==> config.mk <==
export PLATFORM = sky130hd
export DESIGN_NAME = interval_timer
export DESIGN_NICKNAME = d
export VERILOG_FILES = /design/src/rtl/itmr_pkg.sv /design/src/rtl/itmr_edge_sync.sv /design/src/rtl/itmr_prescaler.sv /design/src/rtl/itmr_counter.sv /design/src/rtl/interval_timer.sv
export SDC_FILE = /design/constraint.sdc
export NUM_CORES = 1
export LEC_CHECK = 0
export ABC_AREA = 1
export BUFFER_PORTS_ARGS = -buffer_cell sky130_fd_sc_hd__buf_2
export CAP_MARGIN = 20
export CORE_MARGIN = 2
export CORE_UTILIZATION = 55
export CTS_CLUSTER_SIZE = 24
export DETAILED_ROUTE_END_ITERATION = 8
export GPL_TIMING_DRIVEN = 0
export PLACE_DENSITY = 0.8
export SKIP_LAST_GASP = 1
export SYNTH_ARGS = -nofsm -noshare
export SYNTH_HDL_FRONTEND = slang
export SYNTH_SLANG_ARGS = --single-unit
==> constraint.sdc <==
create_clock -name clk -period 2.3 [get_ports clk]
set_clock_uncertainty 0.05 [all_clocks]
set_input_delay 0.23 -clock clk [delete_from_list [all_inputs] [get_ports clk]]
set_output_delay 0.23 -clock clk [all_outputs]
set_load 0.02 [all_outputs]
==> src/rtl/itmr_pkg.sv <==
package itmr_pkg;

  typedef enum logic [2:0] {
    SRC_EXT   = 3'd0,
    SRC_DIV1  = 3'd1,
    SRC_DIV2  = 3'd2,
    SRC_DIV4  = 3'd3,
    SRC_DIV8  = 3'd4,
    SRC_DIV16 = 3'd5,
    SRC_WATCH = 3'd6,
    SRC_BAD   = 3'd7
  } src_e;

  // Map the select code and mode bit onto a count source.
  function automatic src_e src_decode(input logic [2:0] sel, input logic mode);
    src_e s;
    case (sel)
      3'b000:  s = SRC_EXT;
      3'b001:  s = mode ? SRC_DIV1 : SRC_BAD;
      3'b010:  s = mode ? SRC_DIV2 : SRC_DIV4;
      3'b011:  s = mode ? SRC_DIV4 : SRC_DIV8;
      3'b100:  s = mode ? SRC_DIV8 : SRC_DIV16;
      3'b111:  s = SRC_WATCH;
      default: s = SRC_BAD;
    endcase
    return s;
  endfunction

  // Value the counter takes on a tick.
  function automatic logic [15:0] cnt_next(input logic [15:0] cur, input logic [15:0] cmp);
    return (cur == cmp) ? 16'd0 : cur + 16'd1;
  endfunction

endpackage

==> src/rtl/itmr_edge_sync.sv <==
module itmr_edge_sync #(
  parameter int STAGES = 2
) (
  input  logic clk,
  input  logic rst_n,
  input  logic async_in,
  output logic rise
);
  localparam int LEN = STAGES + 1;
  logic [LEN-1:0] sh;

  always_ff @(posedge clk or negedge rst_n) begin
    if (!rst_n) sh <= '0;
    else        sh <= {sh[LEN-2:0], async_in};
  end

  assign rise = sh[STAGES-1] & ~sh[STAGES];
endmodule

==> src/rtl/itmr_prescaler.sv <==
module itmr_prescaler #(
  parameter int PRE_W = 4
) (
  input  logic           clk,
  input  logic           rst_n,
  output logic [PRE_W:0] div_tick
);
  logic [PRE_W-1:0] pre;

  always_ff @(posedge clk or negedge rst_n) begin
    if (!rst_n) pre <= '0;
    else        pre <= pre + 1'b1;
  end

  assign div_tick[0] = 1'b1;
  for (genvar i = 1; i <= PRE_W; i++) begin : g_div
    assign div_tick[i] = &pre[i-1:0];
  end
endmodule

==> src/rtl/itmr_counter.sv <==
module itmr_counter #(
  parameter int CNT_W = 16
) (
  input  logic             clk,
  input  logic             rst_n,
  input  logic             tick,
  input  logic [CNT_W-1:0] cmp_val,
  output logic [CNT_W-1:0] count,
  output logic             match_irq
);
  import itmr_pkg::*;
  logic [CNT_W-1:0] nxt;

  assign nxt = cnt_next(count, cmp_val);

  always_ff @(posedge clk or negedge rst_n) begin
    if (!rst_n) begin
      count     <= '0;
      match_irq <= 1'b0;
    end else if (tick) begin
      count     <= nxt;
      match_irq <= (nxt == cmp_val);
    end else begin
      match_irq <= 1'b0;
    end
  end
endmodule

==> src/rtl/interval_timer.sv <==
module interval_timer #(
  parameter int CNT_W       = 16,
  parameter int PRE_W       = 4,
  parameter int SYNC_STAGES = 2
) (
  input  logic             clk,
  input  logic             rst_n,
  input  logic             ext_in,
  input  logic             watch_in,
  input  logic [2:0]       clk_sel,
  input  logic             osc_mode,
  input  logic [CNT_W-1:0] cmp_val,
  output logic             match_irq,
  output logic [CNT_W-1:0] count,
  output logic             config_error
);
  import itmr_pkg::*;

  logic           ext_rise, watch_rise, tick, src_bad;
  logic [PRE_W:0] div_tick;
  src_e           src;

  itmr_edge_sync #(.STAGES(SYNC_STAGES)) u_ext_sync (
    .clk(clk), .rst_n(rst_n), .async_in(ext_in), .rise(ext_rise));

  itmr_edge_sync #(.STAGES(SYNC_STAGES)) u_watch_sync (
    .clk(clk), .rst_n(rst_n), .async_in(watch_in), .rise(watch_rise));

  itmr_prescaler #(.PRE_W(PRE_W)) u_pre (
    .clk(clk), .rst_n(rst_n), .div_tick(div_tick));

  assign src     = src_decode(clk_sel, osc_mode);
  assign src_bad = (src == SRC_BAD);

  always_comb begin
    case (src)
      SRC_EXT:   tick = ext_rise;
      SRC_DIV1:  tick = div_tick[0];
      SRC_DIV2:  tick = div_tick[1];
      SRC_DIV4:  tick = div_tick[2];
      SRC_DIV8:  tick = div_tick[3];
      SRC_DIV16: tick = div_tick[4];
      SRC_WATCH: tick = watch_rise;
      default:   tick = 1'b0;
    endcase
  end

  itmr_counter #(.CNT_W(CNT_W)) u_cnt (
    .clk(clk), .rst_n(rst_n), .tick(tick), .cmp_val(cmp_val),
    .count(count), .match_irq(match_irq));

  always_ff @(posedge clk or negedge rst_n) begin
    if (!rst_n)       config_error <= 1'b0;
    else if (src_bad) config_error <= 1'b1;
  end
endmodule

==> results of run 1 <==
[critical path, delay by kind of cell (launching register included)]
kind,cells,cell delay (ns)
AOI/OAI and AO/OA,2,0.29
adders and majority gates,1,0.24
buffers and inverters,2,0.52
DFF,1,0.42
and+or+nand+nor,4,0.47
[stage by stage]
step	worst slack (ns)	util [%]	hold WS (ns)	area [um^2]	total power, mW
after global routing	0.0193	67.4	0.249	2470	1.68
final	0.220	67.4	0.219	2470	1.57
after detailed placement	0.0347	64.4	0.232	2360	1.18
after global placement	0.126	64.4	0.232	2360	1.16
after CTS	0.0290	67.2	0.229	2460	1.57
after floorplan	0.352	-	-0.116	2090	1.01
[cells by family after synthesis]
kind of cell	after synthesis
AO/OA/AOI/OAI	26
XOR/XNOR	13
adder cells (fa/ha/maj)	3
buffers and inverters	56
flip-flops	28
AND/OR/NAND/NOR	212
[cells in the final DEF, fill, tap and decap left out, types with 2 or more instances in the layout]
| cell | count |
|---|---|
| nand2_2 | 3 |
| ha_1 | 3 |
| dlygate4sd3_1 | 3 |
| nor2_1 | 33 |
| dfrtp_1 | 28 |
| buf_6 | 2 |
| buf_2 | 42 |
| nand3_1 | 25 |
| inv_2 | 9 |
| nand4_1 | 5 |
| inv_1 | 43 |
| xor2_1 | 12 |
| o21ai_0 | 22 |
| nand2_1 | 137 |
| clkbuf_8 | 3 |
| nor2_2 | 4 |
[what timing repair did]
item	4_1_cts	5_1_grt
setup buffers	0	0
resized for setup	0	4
endpoints found under the setup margin	0	11
hold endpoints to repair	30	0
hold buffers	3	0
[flip-flops by register name, indices dropped and copies added (netlist names)]
signal,flops
u_cnt.count,16
u_cnt.match_irq,1
u_watch_sync.sh,3
u_ext_sync.sh,3
u_pre.pre,4
config_error,1
[area by class of cell]
cell class,instances,area (um^2)
flip-flops and latches,28,701
clock inverters,1,30.0
repair buffers,44,235
plain buffers,4,32.5
multi-input cells,254,1170
clock buffers,3,41.3
well taps,48,60.1
fillers,340,1190
inverters,52,195
[final timing paths]
kind / end / slack [ns] / cells past startpoint
hold / removal: u_cnt.match_irq / 0.22 / 4
max in group asynchronous: u_cnt.count[3] / 1.36 / 2
min in group asynchronous: u_ext_sync.sh[2] / 0.43 / 2
hold reg to reg: u_ext_sync.sh[1] / 0.31 / 0
setup / recovery: u_cnt.count[13] / 0.22 / 9
setup reg to reg: u_cnt.count[13] / 0.22 / 9
[layer usage]
metal	up-vias	global-route usage, %	wire length [um]
met5	-	0	0
met4	0	8.85	91
met3	9	2.40	328
met2	76	42.8	2420
met1	1000	33.6	2170
li1	1142	-	-
[report_power, final]
part / total (mW) / leakage [nW] / switching, mW / internal (mW)
Combinational: 0.538 / 0.969 / 0.336 / 0.202
Clock: 0.400 / 0.0357 / 0.167 / 0.234
Sequential: 0.631 / 0.361 / 0.0854 / 0.546
==> impl_metrics.ini, run 1 <==
[yosys]
synth_top_family_by_area = simple AND/OR/NAND/NOR gates
async_flop_share_pct = 100
synth_common_cells = nand2_1 (137), inv_1 (43), nor2_1 (34), dfrtp_1 (28), nand3_1 (25)
synth.area.top_cells = dfrtp_1 (33%), nand2_1 (25%), inv_1 (7.7%)
seq_area_frac_synth_pct = 33.5
yosysMostFrequentCell = nand2_1
synth_compound_area_share_pct = 6.70
synth_top_area_share_pct = 33.5
synth_seq_cells = 28
synth_flop_cell = dfrtp_1
yosysWarnings = 0
yosys.area_share.simple_pct = 41.7
synth_xor_area_share_pct = 5.44
ys_types = 24
yosys-mux-area-fraction_pct = 0
synth_cells = 338
syn_nets = 365
syn_area_per_cell_um2 = 6.19
synth_fa_ha_area_share_pct = 1.79
synth_edf_count = 0
yosys.area.top_type = dfrtp_1
syn_area_um2 = 2090

[worst_setup_path]
crit_arrival_ns = 2.23
cp_max_fo = 10
cp-end-kind = register
critPathKind = register to register
crit_chain = ha_1 > nand3_1 > nor2_1 > a211oi_1 > nand3_1 > inv_2 > buf_2 > nand2_1 > o21ai_0
startpoint_type = register
max_stage_delay_ns = 0.42
cp.required_ns = 2.45
slowest_stage = dfrtp_1
startpoint = u_pre.pre[0]
reg2reg_from = u_pre.pre[0]
crit_path_frequent_cell = nand3_1

[global_route]
grt_pass1_vias = 1894
grt_pass1_wl_mm = 8.30
track_usage_pct = 25.3
antenna_found_initial = 0
grt_start_max_net_pins = 29
grt.overflow.total = 0

[timing]
fmax_ghz = 0.481
relSlewSlack_pct = 58.4
finalCriticalPeriod_ns = 2.08
setup_viol = 0
hold_viol = 0
drv_slew = 0
post-route-period-util_pct = 90.4
worst_pin_slew_ns = 0.624
tns_ns = 0
rsz0062_at_grt = false

[final_layout]
diodes = 0
final_cells = 434
nets = 414
syn_to_final_growth_pct = 17.9
layout-drive-gt1-share_pct = 17.4

[placed_design]
gp_congestion = 0.898
port_buffers = 41
place_hpwl_mm = 3.74
dp.cells = 427

[power_and_ir_drop]
peakVddDrop_mv = 0.576
p_leak_nw = 1.37
p_per_area_nw_per_um2 = 636

[clock_network]
clock_latency_ns = 0.29
clk_pin_slew_ns = 0.10
cts_inserted_buffers = 3
clockBufferDepth = 2
h-tree-depth = 1
cts_root_buf = clkbuf_8
cts.sinks = 28
cts_tree = yes

[routing]
wl_per_cell_um = 11.5
dr_total_vias = 2227
wirelength_mm = 5.01
drt_iter0_markers = 133
first_pass_iters = 4
via_per_inst = 5.13
drtAntennaViolNets = 0
drc_errors = 0

[floorplanning]
core_um2 = 3660
die_w_um = 65.7
die_h_um = 65.7
dieArea_um2 = 4310
io_pins = 42
initial_core_util_pct = 57.1
row_count = 22

[status]
status = finished clean

[min_path]
worstHoldStart = cmp_val[7]
min_path_type = input pin to register

[job]
maxCapViolations = 0
(Power assumes the default switching activity.)
==> run 2, diff against run 1 <==
--- a/config.mk
+++ b/config.mk
@@ -7,13 +7,11 @@
 export LEC_CHECK = 0
 export ABC_AREA = 1
 export BUFFER_PORTS_ARGS = -buffer_cell sky130_fd_sc_hd__buf_2
-export CAP_MARGIN = 20
 export CORE_MARGIN = 2
-export CORE_UTILIZATION = 55
+export CORE_UTILIZATION = 35
 export CTS_CLUSTER_SIZE = 24
 export DETAILED_ROUTE_END_ITERATION = 8
 export GPL_TIMING_DRIVEN = 0
-export PLACE_DENSITY = 0.8
 export SKIP_LAST_GASP = 1
 export SYNTH_ARGS = -nofsm -noshare
 export SYNTH_HDL_FRONTEND = slang
==> run 2 against run 1 <==
Against the previous run:
- combinational power grew 1%
- first-iteration DRC count shrank 6.8%
- hold slack gained 0.027 ns
- via count shrank 3.4%
- critical path depth shrank 1
- highest routed layer unchanged
- wire length grew 9.5%
- critical path type unchanged
- sequential power grew 0.6%
==> impl_metrics.ini, run 2 (same netlist as run 1, synthesis figures left out) <==
[clock_network]
cts_inserted_buffers = 3
clk_pin_slew_ns = 0.10
h-tree-depth = 1
cts.sinks = 28
clock_latency_ns = 0.29
cts_root_buf = clkbuf_8
clockBufferDepth = 2
cts_setup_buffers = 0
cts_tree = yes

[worst_setup_path]
startpoint_type = register
critPathKind = register to register
crit_path_frequent_cell = nand3_1
max_stage_delay_ns = 0.41
cp.depth = 8
cp-end-kind = register
timing.rr.end = u_cnt.count[14]
crit_buf_inv = 2
reg2reg_slack_ns = 0.21
cp.required_ns = 2.41
slowest_stage = dfrtp_1
rr_worst_depth = 8
cp_max_fo = 10
crit_arrival_ns = 2.20
crit_chain = ha_1 > nand3_1 > nor2_1 > a211oi_1 > nand3_1 > inv_2 > clkbuf_2 > o21ai_0
cp_top_family = buffers and inverters
reg2reg_from = u_pre.pre[0]

[placed_design]
dpl_cell_area_um2 = 2390
port_buffers = 41
gp_congestion = 0.875
place_hpwl_mm = 4.15

[final_layout]
nets = 414
multi_input_area_um2 = 1190
diodes = 0
seq_area_um2 = 703
layout_common_cells = nand2_1 (137), inv_1 (43), buf_2 (42), nor2_1 (33), dfrtp_1 (26)
regMostFlops = u_cnt.count
reg_top3 = u_cnt.count: 16 flops, u_pre.pre: 4 flops
final_common_cell = nand2_1
fill_cells = 649
layout-drive-gt1-share_pct = 18.7
final_cell_area_um2 = 2530
largest_reg_flops = 16
syn_to_final_growth_pct = 20.8

[timing]
fmax_ghz = 0.480
tns_ns = 0
hold_viol = 0
finalCriticalPeriod_ns = 2.09
worst_pin_slew_ns = 0.636
post-route-period-util_pct = 90.7
relSlewSlack_pct = 57.6
rsz0062_at_grt = false
setup_viol = 0
drv_slew = 0

[routing]
wirelength_mm = 5.49
drtAntennaViolNets = 0
drc_errors = 0
first_pass_iters = 4
drt_iter0_markers = 124
dr_total_vias = 2151
wl_per_cell_um = 11.9
via_per_inst = 4.67

[global_route]
track_usage_pct = 17.9
grt_pass1_vias = 1941
grt_start_max_net_pins = 29
antenna_found_initial = 0
grt_pass1_wl_mm = 9.14
grt.overflow.total = 0

[power_and_ir_drop]
combPwrFrac_pct = 34.4
p_leak_nw = 1.38
pwr-share-clk_pct = 25.6
pwr-share-seq_pct = 40.0
power.switching_mw = 0.600
peakVddDrop_mv = 0.348
p_per_area_nw_per_um2 = 628
p_int_mw = 0.986
p_sw_share_pct = 37.8

[floorplanning]
die_w_um = 81.3
core_um2 = 5850
initial_core_util_pct = 35.8
dieArea_um2 = 6610
row_count = 28
io_pins = 42
die_h_um = 81.3

[min_path]
min_to = u_cnt.match_irq
min_path_type = input pin to register
holdPathStages = 4
worstHoldStart = cmp_val[7]

[job]
maxCapViolations = 0

[status]
status = finished clean
==> run 2: cell types whose count changed in the layout (fill, tap and decap cells not counted) <==
cell,before,now
xor2_1,12,11
dfrtp_1,28,26
nand2_4,0,1
nor3_1,1,0
nand3_1,25,24
nor3_2,0,1
xor2_2,0,1
nand3_2,1,2
dfrtp_2,0,2
nand2_2,3,2
==> run 2: cell type report <==
| class | instances | share of cell area (%) |
|---|---|---|
| tap | 75 | 3.71 |
| timing repair buffer | 44 | 9.31 |
| buffer | 4 | 1.29 |
| sequential | 28 | 27.8 |
| clock inverter | 1 | 1.19 |
| multi-input combinational | 254 | 47.3 |
| clock buffer | 3 | 1.63 |
| inverter | 52 | 7.73 |
==> run 2: tightest hold or removal path, stage by stage <==
cell and delay, ns:
buf_2 0.11, xor2_1 0.07, nand4_1 0.09, nor2_2 0.04
==> run 2: stage by stage <==
stage	std cells	utilization (%)	setup slack, ns	power [mW]	hold WS (ns)
6_report	461	43.2	0.215	1.59	0.246
5_1_grt	461	43.2	0.00175	1.71	0.255
4_1_cts	460	42.5	0.0334	1.59	0.00254
3_5_place_dp	454	40.9	-0.0569	1.18	0.247
3_3_place_gp	454	40.9	0.0167	1.17	0.246
2_1_floorplan	338	-	0.352	1.01	-0.116
==> run 2: how the worst max path moves through the flow <==
stage	startpoint	to
after floorplan	u_cnt.count[1]	u_cnt.match_irq
after global placement	u_pre.pre[0]	u_cnt.count[11]
after detailed placement	u_pre.pre[0]	u_cnt.count[14]
after CTS	u_cnt.count[1]	u_cnt.match_irq
after global routing	u_cnt.count[10]	u_cnt.match_irq
final	u_pre.pre[0]	u_cnt.count[14]
==> run 2: layer usage <==
layer	share of wire [%]	track usage, %	vias to the layer above
li1	-	-	1136
met1	48	25.7	967
met2	47	28.9	43
met3	4.4	1.56	5
met4	1.1	4.75	0
met5	0	0	-
==> run 2: timing repair <==
action                                 in CTS  in global routing
gates cloned                                0                  0
hold buffers                                2                  1
pin swaps                                   0                  0
setup endpoints to repair                   5                  1
resized for setup                           1                  8
endpoints found under the hold margin      29                  1
==> run 2: power by group through the flow <==
| stage | Clock [mW] | Sequential, mW | Combinational, mW |
|---|---|---|---|
| 3_3_place_gp | 0 | 0.637 | 0.529 |
| 3_5_place_dp | 0 | 0.640 | 0.541 |
| 5_1_grt | 0.431 | 0.647 | 0.629 |
| 4_1_cts | 0.415 | 0.631 | 0.545 |
| 2_1_floorplan | 0 | 0.686 | 0.323 |
| 6_report | 0.406 | 0.635 | 0.545 |
